==> config.mk <==
export PLATFORM = sky130hd
export DESIGN_NAME = fcmp_cc_unit
export DESIGN_NICKNAME = d
export VERILOG_FILES = /design/src/rtl/fcmp_pkg.sv /design/src/rtl/fcmp_lane.sv /design/src/rtl/fcmp_cc_unit.sv
export SDC_FILE = /design/constraint.sdc
export NUM_CORES = 1
export LEC_CHECK = 0
export BUFFER_PORTS_ARGS = -buffer_cell sky130_fd_sc_hd__buf_2
export CAP_MARGIN = 30
export CELL_PAD_IN_SITES_DETAIL_PLACEMENT = 0
export CELL_PAD_IN_SITES_GLOBAL_PLACEMENT = 1
export CORE_MARGIN = 2
export CORE_UTILIZATION = 37
export DETAILED_ROUTE_END_ITERATION = 10
export HOLD_SLACK_MARGIN = 0.08
export PLACE_DENSITY_LB_ADDON = 0.1
export SLEW_MARGIN = 10
export SYNTH_ARGS = -nofsm -noshare
export SYNTH_HDL_FRONTEND = slang
export SYNTH_SLANG_ARGS = --single-unit
==> constraint.sdc <==
create_clock -name clk -period 1.52 [get_ports clk]
set_input_delay 0.076 -clock clk [delete_from_list [all_inputs] [get_ports clk]]
set_output_delay 0.076 -clock clk [all_outputs]
set_load 0.02 [all_outputs]
==> src/rtl/fcmp_pkg.sv <==
package fcmp_pkg;

    typedef enum logic [1:0] {
        PRED_EQ   = 2'b00,
        PRED_LT   = 2'b01,
        PRED_LE   = 2'b10,
        PRED_NONE = 2'b11
    } pred_e;

    localparam int STATUS_W       = 32;
    localparam int CC_CNT         = 8;
    localparam int CC_IDX_W       = $clog2(CC_CNT);
    localparam int INV_CAUSE_BIT  = 16;
    localparam int INV_STICKY_BIT = 6;
    localparam int CC0_BIT        = 23;
    localparam int CCN_BASE       = 24;

    localparam logic [STATUS_W-1:0] LIVE_MASK =
        (32'hFE << CCN_BASE) | (32'h1 << CC0_BIT) |
        (32'h1 << INV_CAUSE_BIT) | (32'h1 << INV_STICKY_BIT);

    typedef struct packed {
        logic [STATUS_W-1:0] status;
        logic                vld;
    } unit_state_t;

    function automatic int cc_pos(input logic [CC_IDX_W-1:0] idx);
        return (idx == '0) ? CC0_BIT : (CCN_BASE + int'(idx));
    endfunction

endpackage

==> src/rtl/fcmp_lane.sv <==
module fcmp_lane
    import fcmp_pkg::*;
#(
    parameter int EXP_W  = 8,
    parameter int FRAC_W = 23
) (
    input  logic [EXP_W+FRAC_W:0] lhs,
    input  logic [EXP_W+FRAC_W:0] rhs,
    input  pred_e                 pred,
    input  logic                  unord_val,
    input  logic                  sig_mode,
    output logic                  wr_en,
    output logic                  res,
    output logic                  inv
);
    localparam int W   = 1 + EXP_W + FRAC_W;
    localparam int MAG = W - 1;

    logic            l_sgn, r_sgn;
    logic [MAG-1:0]  l_mag, r_mag;
    logic            l_nan, r_nan, l_qnan, r_qnan;
    logic            both_zero, is_eq, is_lt, ordered_res;

    always_comb begin
        l_sgn  = lhs[W-1];
        r_sgn  = rhs[W-1];
        l_mag  = lhs[MAG-1:0];
        r_mag  = rhs[MAG-1:0];
        l_nan  = (&lhs[W-2:FRAC_W]) && (|lhs[FRAC_W-1:0]);
        r_nan  = (&rhs[W-2:FRAC_W]) && (|rhs[FRAC_W-1:0]);
        l_qnan = l_nan && lhs[FRAC_W-1];
        r_qnan = r_nan && rhs[FRAC_W-1];

        both_zero = (l_mag == '0) && (r_mag == '0);
        is_eq     = (lhs == rhs) || both_zero;
        if (both_zero)
            is_lt = 1'b0;
        else if (l_sgn != r_sgn)
            is_lt = l_sgn;
        else if (!l_sgn)
            is_lt = l_mag < r_mag;
        else
            is_lt = l_mag > r_mag;

        unique case (pred)
            PRED_EQ: ordered_res = is_eq;
            PRED_LT: ordered_res = is_lt;
            PRED_LE: ordered_res = is_lt || is_eq;
            default: ordered_res = 1'b0;
        endcase

        inv   = sig_mode && (l_qnan || r_qnan);
        wr_en = !inv;
        res   = (l_nan || r_nan) ? unord_val : ordered_res;
    end

    // equality and strict less-than exclude each other
    always_comb begin
        a_r4_eq_lt_exclusive: assert (!(is_eq && is_lt) || $isunknown(lhs) || $isunknown(rhs));
    end

endmodule

==> src/rtl/fcmp_cc_unit.sv <==
module fcmp_cc_unit
    import fcmp_pkg::*;
#(
    parameter int SP_EXP_W  = 8,
    parameter int SP_FRAC_W = 23,
    parameter int DP_EXP_W  = 11,
    parameter int DP_FRAC_W = 52,
    parameter int LANES     = 2
) (
    input  logic        clk,
    input  logic        rst_n,
    input  logic        req_valid,
    input  logic [63:0] op_a,
    input  logic [63:0] op_b,
    input  logic        dbl_sel,
    input  logic        pair_sel,
    input  logic [2:0]  cc_idx,
    input  logic [1:0]  pred_sel,
    input  logic        unord_val,
    input  logic        sig_mode,
    output logic        done_valid,
    output logic [31:0] status_q
);
    localparam int SP_W = 1 + SP_EXP_W + SP_FRAC_W;
    localparam int DP_W = 1 + DP_EXP_W + DP_FRAC_W;

    pred_e pred;
    assign pred = pred_e'(pred_sel);

    logic [LANES-1:0] sp_we, sp_res, sp_inv;
    logic             dp_we, dp_res, dp_inv;

    genvar gl;
    generate
        for (gl = 0; gl < LANES; gl++) begin : g_sp_lane
            fcmp_lane #(.EXP_W(SP_EXP_W), .FRAC_W(SP_FRAC_W)) lane_i (
                .lhs       (op_a[gl*SP_W +: SP_W]),
                .rhs       (op_b[gl*SP_W +: SP_W]),
                .pred      (pred),
                .unord_val (unord_val),
                .sig_mode  (sig_mode),
                .wr_en     (sp_we[gl]),
                .res       (sp_res[gl]),
                .inv       (sp_inv[gl])
            );
        end
    endgenerate

    fcmp_lane #(.EXP_W(DP_EXP_W), .FRAC_W(DP_FRAC_W)) dp_lane_i (
        .lhs       (op_a[DP_W-1:0]),
        .rhs       (op_b[DP_W-1:0]),
        .pred      (pred),
        .unord_val (unord_val),
        .sig_mode  (sig_mode),
        .wr_en     (dp_we),
        .res       (dp_res),
        .inv       (dp_inv)
    );

    unit_state_t st_q, st_d;

    always_comb begin
        st_d     = st_q;
        st_d.vld = req_valid;
        if (req_valid) begin
            st_d.status[INV_CAUSE_BIT] = 1'b0;
            if (dbl_sel) begin
                if (dp_inv) begin
                    st_d.status[INV_CAUSE_BIT]  = 1'b1;
                    st_d.status[INV_STICKY_BIT] = 1'b1;
                end
                if (dp_we)
                    st_d.status[cc_pos(cc_idx)] = dp_res;
            end else begin
                for (int l = 0; l < LANES; l++) begin
                    if (l == 0 || pair_sel) begin
                        if (sp_inv[l]) begin
                            st_d.status[INV_CAUSE_BIT]  = 1'b1;
                            st_d.status[INV_STICKY_BIT] = 1'b1;
                        end
                        if (sp_we[l])
                            st_d.status[cc_pos(cc_idx + CC_IDX_W'(l))] = sp_res[l];
                    end
                end
            end
        end
    end

    always_ff @(posedge clk or negedge rst_n) begin
        if (!rst_n)
            st_q <= '0;
        else
            st_q <= st_d;
    end

    assign done_valid = st_q.vld;
    assign status_q   = st_q.status;

    // strobe follows a request by one cycle
    a_r9_strobe_follows_req: assert property (@(posedge clk) disable iff (!rst_n)
        req_valid |=> done_valid);
    // no request, no change
    a_r9_idle_holds: assert property (@(posedge clk) disable iff (!rst_n)
        !req_valid |=> ($stable(status_q) && !done_valid));
    // sticky invalid never clears while out of reset
    a_r8_sticky_holds: assert property (@(posedge clk) disable iff (!rst_n)
        status_q[INV_STICKY_BIT] |=> status_q[INV_STICKY_BIT]);
    // a raised cause always comes with the sticky flag
    a_r5_cause_implies_sticky: assert property (@(posedge clk) disable iff (!rst_n)
        status_q[INV_CAUSE_BIT] |-> status_q[INV_STICKY_BIT]);
    // unused status bits stay zero
    a_r10_unused_zero: assert property (@(posedge clk) disable iff (!rst_n)
        (status_q & ~LIVE_MASK) == '0);

endmodule

==> key figures, run 1 <==
CTS
  – H-tree lvl count: 1
  – Number of buffers inserted during clock tree synthesis: 3
  – Clock root buffer master: clkbuf_8
  – Sink Count: 18
  – Clock tree from TritonCTS: built
  – Clock transition at the registers of the reported paths: 80 ps
  – Clock latency on the worst-skew pair: 270 ps
  – Clock Path Buffers: 2

STA
  – Post-route fraction of the period consumed by the critical path: 161%
  – Endpoints failing hold: 0
  – RSZ-0062 raised after global routing: yes
  – Maximum clock rate: 410 MHz
  – Max Clock Skew: 0 ps
  – Actual slew at the worst max-slew pin: 520 ps
  – Post-layout min period: 2440 ps
  – Number of setup violations in the final report: 15
  – Least setup slack across all paths after layout: -920 ps
  – Count of pins over their slew limit: 0
  – Relative slew margins: 65.3%

Worst setup path
  – Data arrival time at the worst-slack endpoint: 2620 ps
  – Register-to-register setup slack: 400 ps
  – Worst Setup Path Type: primary input to register
  – Worst setup endpoint: status_q[31]$_DFFE_PN0P_
  – Reg-to-reg critical path startpoint: status_q[31]$_DFFE_PN0P_
  – Element type at the critical path start: primary input
  – Start point of the critical path: op_b[46]
  – Req. time, crit path: 1700 ps
  – Critical-path maximum fanout: 8
  – Length in cells of the worst reg-to-reg path: 4
  – Critical R2R Capture: status_q[31]$_DFFE_PN0P_
  – Kind of capture point of the worst setup path: register

Finish
  – Share of the core filled with cells: 70.0%
  – Number of fillers in the final layout: 867
  – Area Overhead vs Synth: 82.9%
  – Share of final-layout standard cells stronger than drive strength 1: 50.7%
  – Antenna diode instance count: 0
  – Nets: 1,110
  – Post-route cell area: 7290 um^2
  – Final std cells w/o fill: 1,031

Global route
  – Largest net degree at the start of global routing: 19
  – GRT Max-Usage Layer: met2
  – Number of global-route vias before repair: 5,754
  – Leftover overflow at the end of global routing: 0
  – Number of antenna violations at the first check in global routing: 0
  – Wire length of the first global-routing pass: 25.7 mm
  – Global routing usage on met1: 31.2%
  – Global-route met3 utilization: 3.39%
  – Total routing usage reported by global routing: 26.9%
  – Global routing met2 resource utilization: 52.2%

Synthesis
  – Synth top area cells: ha_1, dfrtp_1, inv_1, nand4_1, nor4_1
  – Sequential-to-total area share from yosys stat: 11.3%
  – Flip-flop cell with the highest count after synthesis: dfrtp_1
  – Most area-hungry cell type in the Yosys netlist: ha_1
  – Count leader, synth: inv_1
  – Unique cell type count in the Yosys netlist: 60
  – Mapped Avg Cell Area: 7.19 um^2
  – Netlist area before placement: 3990 um^2
  – Flop and latch count out of synthesis: 18
  – Warnings, synthesis: 0
  – Gate count after technology mapping: 555
  – List of most frequent post-synthesis cells: inv_1, ha_1, a21oi_1, nand2_1
  – Asr flop ratio synth: 100%
  – Share of the synthesized area in the top cell type: 23.2%
  – Number of enable-type register cells in the synthesized netlist: 0

Flow run
  – Max-capacitance violation count: 0

Die
  – # IOs: 173
  – Die Area: 11,600 um^2
  – Horizontal die dimension: 108 um
  – CORE AREA: 10,400 um^2
  – Std cell rows: 37
  – Starting Density: 38.3%
  – Die H: 108 um

Route
  – Detailed-routing iteration count for the pre-antenna-repair pass: 5
  – Vias after detailed routing: 5,572
  – Routed Antenna Nets: 0
  – Via density per instance: 5.40
  – Post-route DRC violation count: 0
  – Wire per inst: 15.7 um
  – Number of design-rule violations left by the first detailed-router iteration: 285
  – Post-Route WL: 16.2 mm

Outcome
  – Failing checks: negative setup slack
  – Outcome: complete, but fails checks

Pwr
  – Static Leak: 0.00361 uW
  – Pwr Total: 3550 uW
  – P per Cell Area: 487 nW/um^2
  – Peak VDD IR: 444 uV

Placed design
  – Count of input and output buffers: 157
  – Post-DP HPWL: 13.0 mm
  – Number of placed instances, taps included: 1,011
  – Post-place instance area: 6350 um^2
  – Gpl congestion: 0.878

Worst hold path
  – Launch instance of the worst min-delay path: dbl_sel
  – Worst Hold Class: primary input to register
-- worst min path at each step --
stage / cells past startpoint / endpoint / slack (ps)
after floorplan: 0 / done_valid$_DFF_PN0_ / -220
after global placement: 1 / status_q[6]$_DFFE_PN0P_ / 40
after detailed placement: 1 / status_q[6]$_DFFE_PN0P_ / 50
after CTS: 3 / status_q[23]$_DFFE_PN0P_ / 150
after global routing: 3 / status_q[23]$_DFFE_PN0P_ / 180
final: 3 / status_q[23]$_DFFE_PN0P_ / 160
-- worst max-delay path, cell delays in order --
cell and delay, ps:
buf_2 90, inv_1 60, ha_4 290, nand3_4 80, or3_4 370, or4_4 430, buf_6 150, nor2b_4 120
o31a_1 320, o21ai_4 180, nand2_4 160, o31ai_2 280
-- cell usage in the layout (no fill, tap or decap), drive strengths merged, types with 3 or more instances in the layout --
| cell type | n |
|---|---|
| or2 | 3 |
| nand4 | 38 |
| or4 | 4 |
| o21ai | 31 |
| o211ai | 15 |
| nor4 | 37 |
| or3 | 5 |
| mux2i | 8 |
| dfrtp | 18 |
| a41oi | 4 |
| ha | 74 |
| o31ai | 3 |
| a21boi | 4 |
| a31oi | 4 |
| clkbuf | 4 |
| nand3 | 19 |
| a21o | 6 |
| buf | 347 |
| a221oi | 4 |
| and3 | 6 |
| a211oi | 4 |
| nand3b | 3 |
| a21oi | 38 |
| nor3 | 14 |
| and2 | 4 |
| conb | 15 |
| inv | 83 |
| nand2b | 3 |
| nand2 | 40 |
| o311ai | 10 |
| nor2 | 22 |
-- per-layer routing --
layer | vias up | share of wire [%]
met5 | - | 0
li1 | 2756 | -
met3 | 32 | 5.1
met1 | 2605 | 41
met2 | 179 | 52
met4 | 0 | 1.9
-- through the flow --
| step | setup TNS [ps] | worst slack [ps] | hold slack (ps) |
|---|---|---|---|
| after global placement | -17330 | -1160 | 36.7 |
| final | -12570 | -920 | 158 |
| after CTS | -11790 | -852 | 146 |
| after detailed placement | -18390 | -1270 | 49.3 |
| after global routing | -14010 | -1000 | 183 |
| after floorplan | -11360 | -896 | -220 |
-- final cells by class --
type	count	area, um^2	share of cell area (%)
multi-input cells	441	3830	52.5
repair buffers	348	2440	33.5
flip-flops and latches	18	450	6.17
inverters	84	350	4.80
well taps	136	170	2.33
clock buffers	4	55.1	0.755
-- where the power goes --
| group | switching (uW) | internal [uW] | total, uW | leakage, uW |
|---|---|---|---|---|
| logic | 1220 | 1170 | 2390 | 0.00336 |
| clock network | 199 | 231 | 430 | 0.0000288 |
| registers | 125 | 605 | 730 | 0.000224 |
| total | 1540 | 2010 | 3550 | 0.00361 |
-- flip-flops by register name (all words and copies together) (netlist names) --
signal      flops
done_valid      1
status_q       17
-- cell families after synthesis --
kind of cell	Yosys count	synth area share, %
buf+inv	110	12.0
simple gates	202	27.7
fa+ha+maj	74	23.2
mux	9	2.29
compound gates	139	23.0
other cells	1	0.0940
flops	18	11.3
xor+xnor	2	0.439
-- what timing repair did --
action | in CTS | in global routing
hold endpoints to repair | 18 | 0
buffers inserted | 7 | 9
pin swaps | 38 | 25
hold buffers | 1 | 0
endpoints found under the setup margin | 17 | 17
gates resized for setup | 87 | 57
(Power assumes the default switching activity.)
==> run 2, diff against run 1 <==
--- a/config.mk
+++ b/config.mk
@@ -6,13 +6,13 @@
 export NUM_CORES = 1
 export LEC_CHECK = 0
 export BUFFER_PORTS_ARGS = -buffer_cell sky130_fd_sc_hd__buf_2
-export CAP_MARGIN = 30
+export CAP_MARGIN = 15
 export CELL_PAD_IN_SITES_DETAIL_PLACEMENT = 0
 export CELL_PAD_IN_SITES_GLOBAL_PLACEMENT = 1
 export CORE_MARGIN = 2
-export CORE_UTILIZATION = 37
+export CORE_UTILIZATION = 34
 export DETAILED_ROUTE_END_ITERATION = 10
-export HOLD_SLACK_MARGIN = 0.08
+export HOLD_SLACK_MARGIN = 0.12
 export PLACE_DENSITY_LB_ADDON = 0.1
 export SLEW_MARGIN = 10
 export SYNTH_ARGS = -nofsm -noshare
==> constraint.sdc (replaced) <==
create_clock -name clk -period 2.3 [get_ports clk]
set_input_delay 0.115 -clock clk [delete_from_list [all_inputs] [get_ports clk]]
set_output_delay 0.115 -clock clk [all_outputs]
set_load 0.02 [all_outputs]
==> run 2 against run 1 <==
- the flow still finishes with violations (negative setup slack)
- largest cell class unchanged
- combinational power fell by 34%
- via count fell by 1.1%
- highest routed layer unchanged
- setup slack improved by 760 ps
- clock skew did not move
- clock power fell by 6.7%
- sequential share of layout area barely moved
- clock-buffer cell count did not move
- final area rose by 0.50%
- wire length fell by 1.9%
- critical endpoint is now status_q[25]$_DFFE_PN0P_
- flip-flop and latch count did not move
==> key figures, run 2 (synthesis results as in run 1) <==
Worst setup path
  – Kind of capture point of the worst setup path: register
  – Total buffers and inverters traversed by the critical path: 3 (unchanged)
  – Element type at the critical path start: primary input
  – Kind of cell adding the most delay to the critical path: simple AND/OR/NAND/NOR gates
  – Largest incremental delay on the critical path: 440 ps (about the same)
  – Series of cell instances along the critical path: buf_12 -> inv_12 -> ha_4 -> nand4_4 -> or3_1 -> or4_4 -> buf_6 -> nor2b_4 -> o31a_1 -> o21ai_4 -> nand2_4 -> o311ai_1
  – Worst Setup Path Type: primary input to register
  – Slowest stage cell on the critical path: or4_4
  – Data arrival time at the worst-slack endpoint: 2600 ps (-20 ps)
  – Critical-path maximum fanout: 8 (unchanged)
  – Register-to-register setup slack: 1060 ps (+660 ps)
  – Req. time, crit path: 2450 ps (+750 ps)

Die
  – # IOs: 173 (unchanged)
  – Die Area: 12,600 um^2 (+8.5%)
  – CORE AREA: 11,400 um^2 (+9.6%)
  – Horizontal die dimension: 112 um (+4.2%)
  – Std cell rows: 39 (+5.4%)
  – Starting Density: 34.9% (-3.4 points)
  – Die H: 112 um (+4.2%)

Finish
  – Share of final-layout standard cells stronger than drive strength 1: 52.8% (+2.1 points)
  – Area Overhead vs Synth: 83.8%
  – Nets: 1,094 (-1.4%)
  – Share of the core filled with cells: 64.2% (-5.8 points)
  – Post-route cell area: 7330 um^2 (+0.50%)
  – Number of fillers in the final layout: 1,015 (+17%)
  – Flip-flop count of the largest register, all copies and words added: 17 (unchanged)
  – Most frequent cells in the layout: buf_4, buf_2, inv_1
  – Most common cell after layout, fill and taps aside: buf_4

STA
  – RSZ-0062 raised after global routing: yes
  – Actual slew at the worst max-slew pin: 520 ps (+0.345 ps)
  – Least setup slack across all paths after layout: -157 ps (+763 ps)
  – Number of setup violations in the final report: 11 (-4)
  – Maximum clock rate: 407 MHz
  – Relative slew margins: 65.0% (-0.29 points)
  – Post-route fraction of the period consumed by the critical path: 107%
  – Max Clock Skew: 0 ps (unchanged)
  – Post-layout min period: 2460 ps
  – Endpoints failing hold: 0 (unchanged)
  – Count of pins over their slew limit: 0 (unchanged)

Global route
  – Wire length of the first global-routing pass: 25.5 mm (-0.86%)
  – Number of global-route vias before repair: 5,502 (-4.4%)
  – Largest net degree at the start of global routing: 19 (unchanged)
  – Total routing usage reported by global routing: 24.1% (-2.8 points)
  – Leftover overflow at the end of global routing: 0 (unchanged)
  – Number of antenna violations at the first check in global routing: 1 (+1)

Placed design
  – Post-DP HPWL: 12.8 mm (-2.2%)
  – Gpl congestion: 0.946 (+7.7%)
  – Setup WS pre-CTS: -556 ps (+709 ps)
  – Count of input and output buffers: 157 (unchanged)
  – Post-place instance area: 6190 um^2 (-2.5%)

CTS
  – Clock Path Buffers: 2 (unchanged)
  – Clock latency on the worst-skew pair: 250 ps (-20 ps)
  – Clock root buffer master: clkbuf_16
  – Clock transition at the registers of the reported paths: 50 ps (-30 ps)
  – Sink Count: 18 (unchanged)
  – Clock tree from TritonCTS: built
  – H-tree lvl count: 1 (unchanged)
  – Number of buffers inserted during clock tree synthesis: 3 (unchanged)

Route
  – Number of design-rule violations left by the first detailed-router iteration: 216 (-24%)
  – Wire per inst: 15.5 um (-1.1%)
  – Via density per instance: 5.39 (-0.34%)
  – Routed Antenna Nets: 0 (unchanged)
  – Vias after detailed routing: 5,510 (-1.1%)
  – Detailed-routing iteration count for the pre-antenna-repair pass: 5 (unchanged)
  – Post-route DRC violation count: 0 (unchanged)
  – Post-Route WL: 15.9 mm (-1.9%)

Pwr
  – Peak VDD IR: 317 uV (-29%)
  – Pwr Total: 2460 uW (-31%)
  – Static Leak: 0.00349 uW (-3.4%)
  – P per Cell Area: 336 nW/um^2 (-31%)

Flow run
  – Max-capacitance violation count: 0 (unchanged)

Outcome
  – Failing checks: negative setup slack
  – Outcome: complete, but fails checks

Worst hold path
  – Worst Hold Class: primary input to register
-- run 2: per-stage QoR --
stage / setup TNS, ps / std cells / hold WS [ps]
floorplan: -719 / 569 / -181
global placement: -5830 / 998 / 82.0
detailed placement: -6810 / 998 / 88.9
CTS: -640 / 1013 / 179
global route: -2550 / 1023 / 202
finish: -1170 / 1023 / 190
-- run 2: what timing repair did --
item / CTS / global route
gates resized for setup: 107 / 57
buffers inserted: 10 / 9
gates cloned: 0 / 0
hold buffers: 1 / 0
endpoints found under the setup margin: 14 / 15
hold endpoints to repair: 18 / 0
pin swaps: 23 / 38
-- run 2: worst paths after layout --
path	from	depth (start not counted)	end
worst min-delay path	req_valid	1	done_valid$_DFF_PN0_
worst max-delay path	op_b[54]	12	status_q[25]$_DFFE_PN0P_
max in group asynchronous	rst_n	2	status_q[21]$_DFFE_PN0P_
worst min register to register	status_q[6]$_DFFE_PN0P_	1	status_q[6]$_DFFE_PN0P_
min in group asynchronous	rst_n	2	status_q[26]$_DFFE_PN0P_
worst max register to register	status_q[31]$_DFFE_PN0P_	4	status_q[31]$_DFFE_PN0P_
-- run 2: area by class of cell --
| type | count | area [um^2] | share of cell area, % |
|---|---|---|---|
| clock buffers | 4 | 88.8 | 1.21 |
| inverters | 84 | 348 | 4.74 |
| diodes | 1 | 2.50 | 0.0341 |
| repair buffers | 332 | 2290 | 31.2 |
| multi-input cells | 441 | 3980 | 54.2 |
| flip-flops and latches | 18 | 450 | 6.14 |
| well taps | 143 | 179 | 2.44 |
-- run 2: per-layer routing --
layer / track usage, % / vias to the layer above / routed length (um)
met5: 0 / - / 0
met4: 6.26 / 0 / 405
met3: 2.32 / 30 / 748
met2: 45.2 / 174 / 8030
met1: 29.4 / 2591 / 6680
li1: - / 2715 / -
-- run 2: where the power goes --
| part | leakage (uW) | switching [uW] | internal, uW |
|---|---|---|---|
| Combinational | 0.00322 | 805 | 772 |
| Clock | 0.0000442 | 136 | 265 |
| Sequential | 0.000224 | 83.7 | 401 |
-- run 2: worst register-to-register path, stage by stage, from the launching register on --
cell and delay [ps]:
dfrtp_1 410, o31ai_1 350, a41oi_2 70, a21oi_2 200
o31ai_4 90
==> run 3, diff against run 2 <==
==> constraint.sdc (replaced) <==
create_clock -name clk -period 2.3 [get_ports clk]
set_input_delay 0.115 -clock clk [delete_from_list [all_inputs] [get_ports clk]]
set_output_delay 0.115 -clock clk [all_outputs]
set_load 0.05 [all_outputs]
==> run 3 against run 2 <==
- the run still ends with negative setup slack left
- clock power decreased by 3%
- sequential share of layout area increased by 0.082 points
- global-route usage decreased by 1.1 points
- total power increased by 6.2%
- combinational power increased by 10%
- sequential power about the same
- cell count decreased by 0.39%
==> key figures, run 3 (synthesis results as in run 1) <==
Die
  – Horizontal die dimension: 112 um (unchanged)
  – CORE AREA: 11,400 um^2 (unchanged)
  – Die Area: 12,600 um^2 (unchanged)
  – # IOs: 173 (unchanged)
  – Die H: 112 um (unchanged)
  – Starting Density: 34.9% (unchanged)
  – Std cell rows: 39 (unchanged)

STA
  – Actual slew at the worst max-slew pin: 524 ps (+3.57 ps)
  – Worst hold margin: 178 ps (-12.0 ps)
  – Relative slew margins: 64.8% (-0.24 points)
  – RSZ-0062 raised after global routing: yes
  – Endpoints failing hold: 0 (unchanged)
  – Least setup slack across all paths after layout: -164 ps (-7.09 ps)
  – Sum of negative setup slack: -1400 ps (-228 ps)
  – Number of setup violations in the final report: 11 (unchanged)
  – Count of pins over their slew limit: 0 (unchanged)
  – Post-route fraction of the period consumed by the critical path: 107% (+0.31 points)
  – Maximum clock rate: 406 MHz (-0.29%)
  – Post-layout min period: 2460 ps (+7.09 ps)
  – Max Clock Skew: 0 ps (unchanged)

Outcome
  – Outcome: complete, but fails checks
  – Failing checks: negative setup slack

CTS
  – Sink Count: 18 (unchanged)
  – Number of buffers inserted during clock tree synthesis: 3 (unchanged)
  – Clock latency on the worst-skew pair: 250 ps (about the same)
  – Clock Path Buffers: 2 (unchanged)
  – Clock transition at the registers of the reported paths: 50 ps (about the same)
  – Clock tree from TritonCTS: built
  – H-tree lvl count: 1 (unchanged)
  – Clock root buffer master: clkbuf_16

Worst setup path
  – Slowest stage cell on the critical path: or4_4
  – Total buffers and inverters traversed by the critical path: 2 (-1)
  – Kind of capture point of the worst setup path: register
  – Critical-path maximum fanout: 8 (unchanged)
  – Req. time, crit path: 2450 ps (about the same)
  – Worst Setup Path Type: primary input to register
  – Element type at the critical path start: primary input
  – Data arrival time at the worst-slack endpoint: 2610 ps (about the same)
  – Series of cell instances along the critical path: buf_2 -> ha_4 -> nand4_1 -> or2_4 -> or4_4 -> buf_6 -> nor2b_4 -> o31a_1 -> o21ai_4 -> nand2_4 -> o311ai_2
  – Largest incremental delay on the critical path: 550 ps (+110 ps)
  – Kind of cell adding the most delay to the critical path: simple AND/OR/NAND/NOR gates

Route
  – Post-Route WL: 15.6 mm (-1.9%)
  – Vias after detailed routing: 5,442 (-1.2%)
  – Via density per instance: 5.34 (-0.85%)
  – Number of design-rule violations left by the first detailed-router iteration: 171 (-21%)
  – Detailed-routing iteration count for the pre-antenna-repair pass: 7 (+2)
  – Routed Antenna Nets: 0 (unchanged)
  – Post-route DRC violation count: 0 (unchanged)
  – Wire per inst: 15.3 um (-1.5%)

Flow run
  – Max-capacitance violation count: 0 (unchanged)

Global route
  – Leftover overflow at the end of global routing: 0 (unchanged)
  – Wire length of the first global-routing pass: 24.5 mm (-3.8%)
  – Number of global-route vias before repair: 5,381 (-2.2%)
  – Largest net degree at the start of global routing: 19 (unchanged)
  – Number of antenna violations at the first check in global routing: 0 (-1)
  – Total routing usage reported by global routing: 23.0% (-1.1 points)

Finish
  – Antenna diode instance count: 0 (-1)
  – Nets: 1,091 (-0.27%)
  – Flip-flop count of the largest register, all copies and words added: 17 (unchanged)
  – Most common cell after layout, fill and taps aside: buf_4
  – Final std cells w/o fill: 1,019 (-0.39%)
  – Area Overhead vs Synth: 81.4%
  – Post-route cell area: 7230 um^2 (-1.3%)
  – Share of final-layout standard cells stronger than drive strength 1: 50.8% (-2.0 points)
  – Most frequent cells in the layout: buf_4, buf_2, inv_1

Placed design
  – Number of placed instances, taps included: 1,002 (+0.40%)
  – Count of input and output buffers: 157 (unchanged)
  – Post-DP HPWL: 12.7 mm (-0.31%)
  – Gpl congestion: 0.923 (-2.4%)
  – Post-place instance area: 6220 um^2 (+0.49%)

Worst hold path
  – Worst Hold Class: primary input to register

Pwr
  – Pwr Total: 2610 uW (+6.2%)
  – P per Cell Area: 361 nW/um^2 (+7.6%)
  – Peak VDD IR: 657 uV (+110%)
  – Static Leak: 0.00349 uW (+0.22%)
## run 3: power by group
| group | total, uW | switching [uW] | internal [uW] | leakage (uW) |
|---|---|---|---|---|
| logic | 1740 | 1010 | 736 | 0.00323 |
| registers | 483 | 81.8 | 401 | 0.000224 |
| clock network | 389 | 124 | 265 | 0.0000442 |
| total | 2610 | 1210 | 1400 | 0.00349 |
## run 3: layout make-up
class	instances	area, um^2
inverter	84	348
sequential	18	450
clock buffer	4	88.8
tap	143	179
timing repair buffer	329	2280
multi-input combinational	441	3890
fill	996	4180
## run 3: final timing paths
check | start | end | slack, ps | depth (start not counted)
max in group asynchronous | rst_n | status_q[29]$_DFFE_PN0P_ | 1660 | 2
max reg2reg | status_q[31]$_DFFE_PN0P_ | status_q[31]$_DFFE_PN0P_ | 1230 | 4
min reg2reg | status_q[6]$_DFFE_PN0P_ | status_q[6]$_DFFE_PN0P_ | 460 | 1
min | req_valid | done_valid$_DFF_PN0_ | 180 | 1
max | op_a[56] | status_q[29]$_DFFE_PN0P_ | -160 | 11
min in group asynchronous | rst_n | status_q[26]$_DFFE_PN0P_ | 340 | 2
## run 3: timing repair
item	CTS	global route
hold buffers	1	0
buffers inserted	5	9
setup endpoints to repair	15	15
hold endpoints to repair	18	0
pin swaps	15	33
cloned	0	0
gates resized for setup	58	91
## run 3: metrics by stage
step	setup slack [ps]	util (%)
floorplan	-156	-
global placement	-471	54.5
detailed placement	-514	54.5
CTS	-122	58.4
global route	-258	63.4
finish	-164	63.4
## run 3: metal layers
| layer | wire [um] | track usage [%] |
|---|---|---|
| met1 | 6570 | 28.5 |
| met2 | 7930 | 44.1 |
| met3 | 728 | 1.94 |
| met4 | 334 | 3.41 |
| met5 | 0 | 0 |
## run 3: worst reg2reg max path, delay by kind of cell, from the launching register on
kind / cells / cell delay, ps
AO/OA/AOI/OAI: 4 / 560
flip-flops: 1 / 390
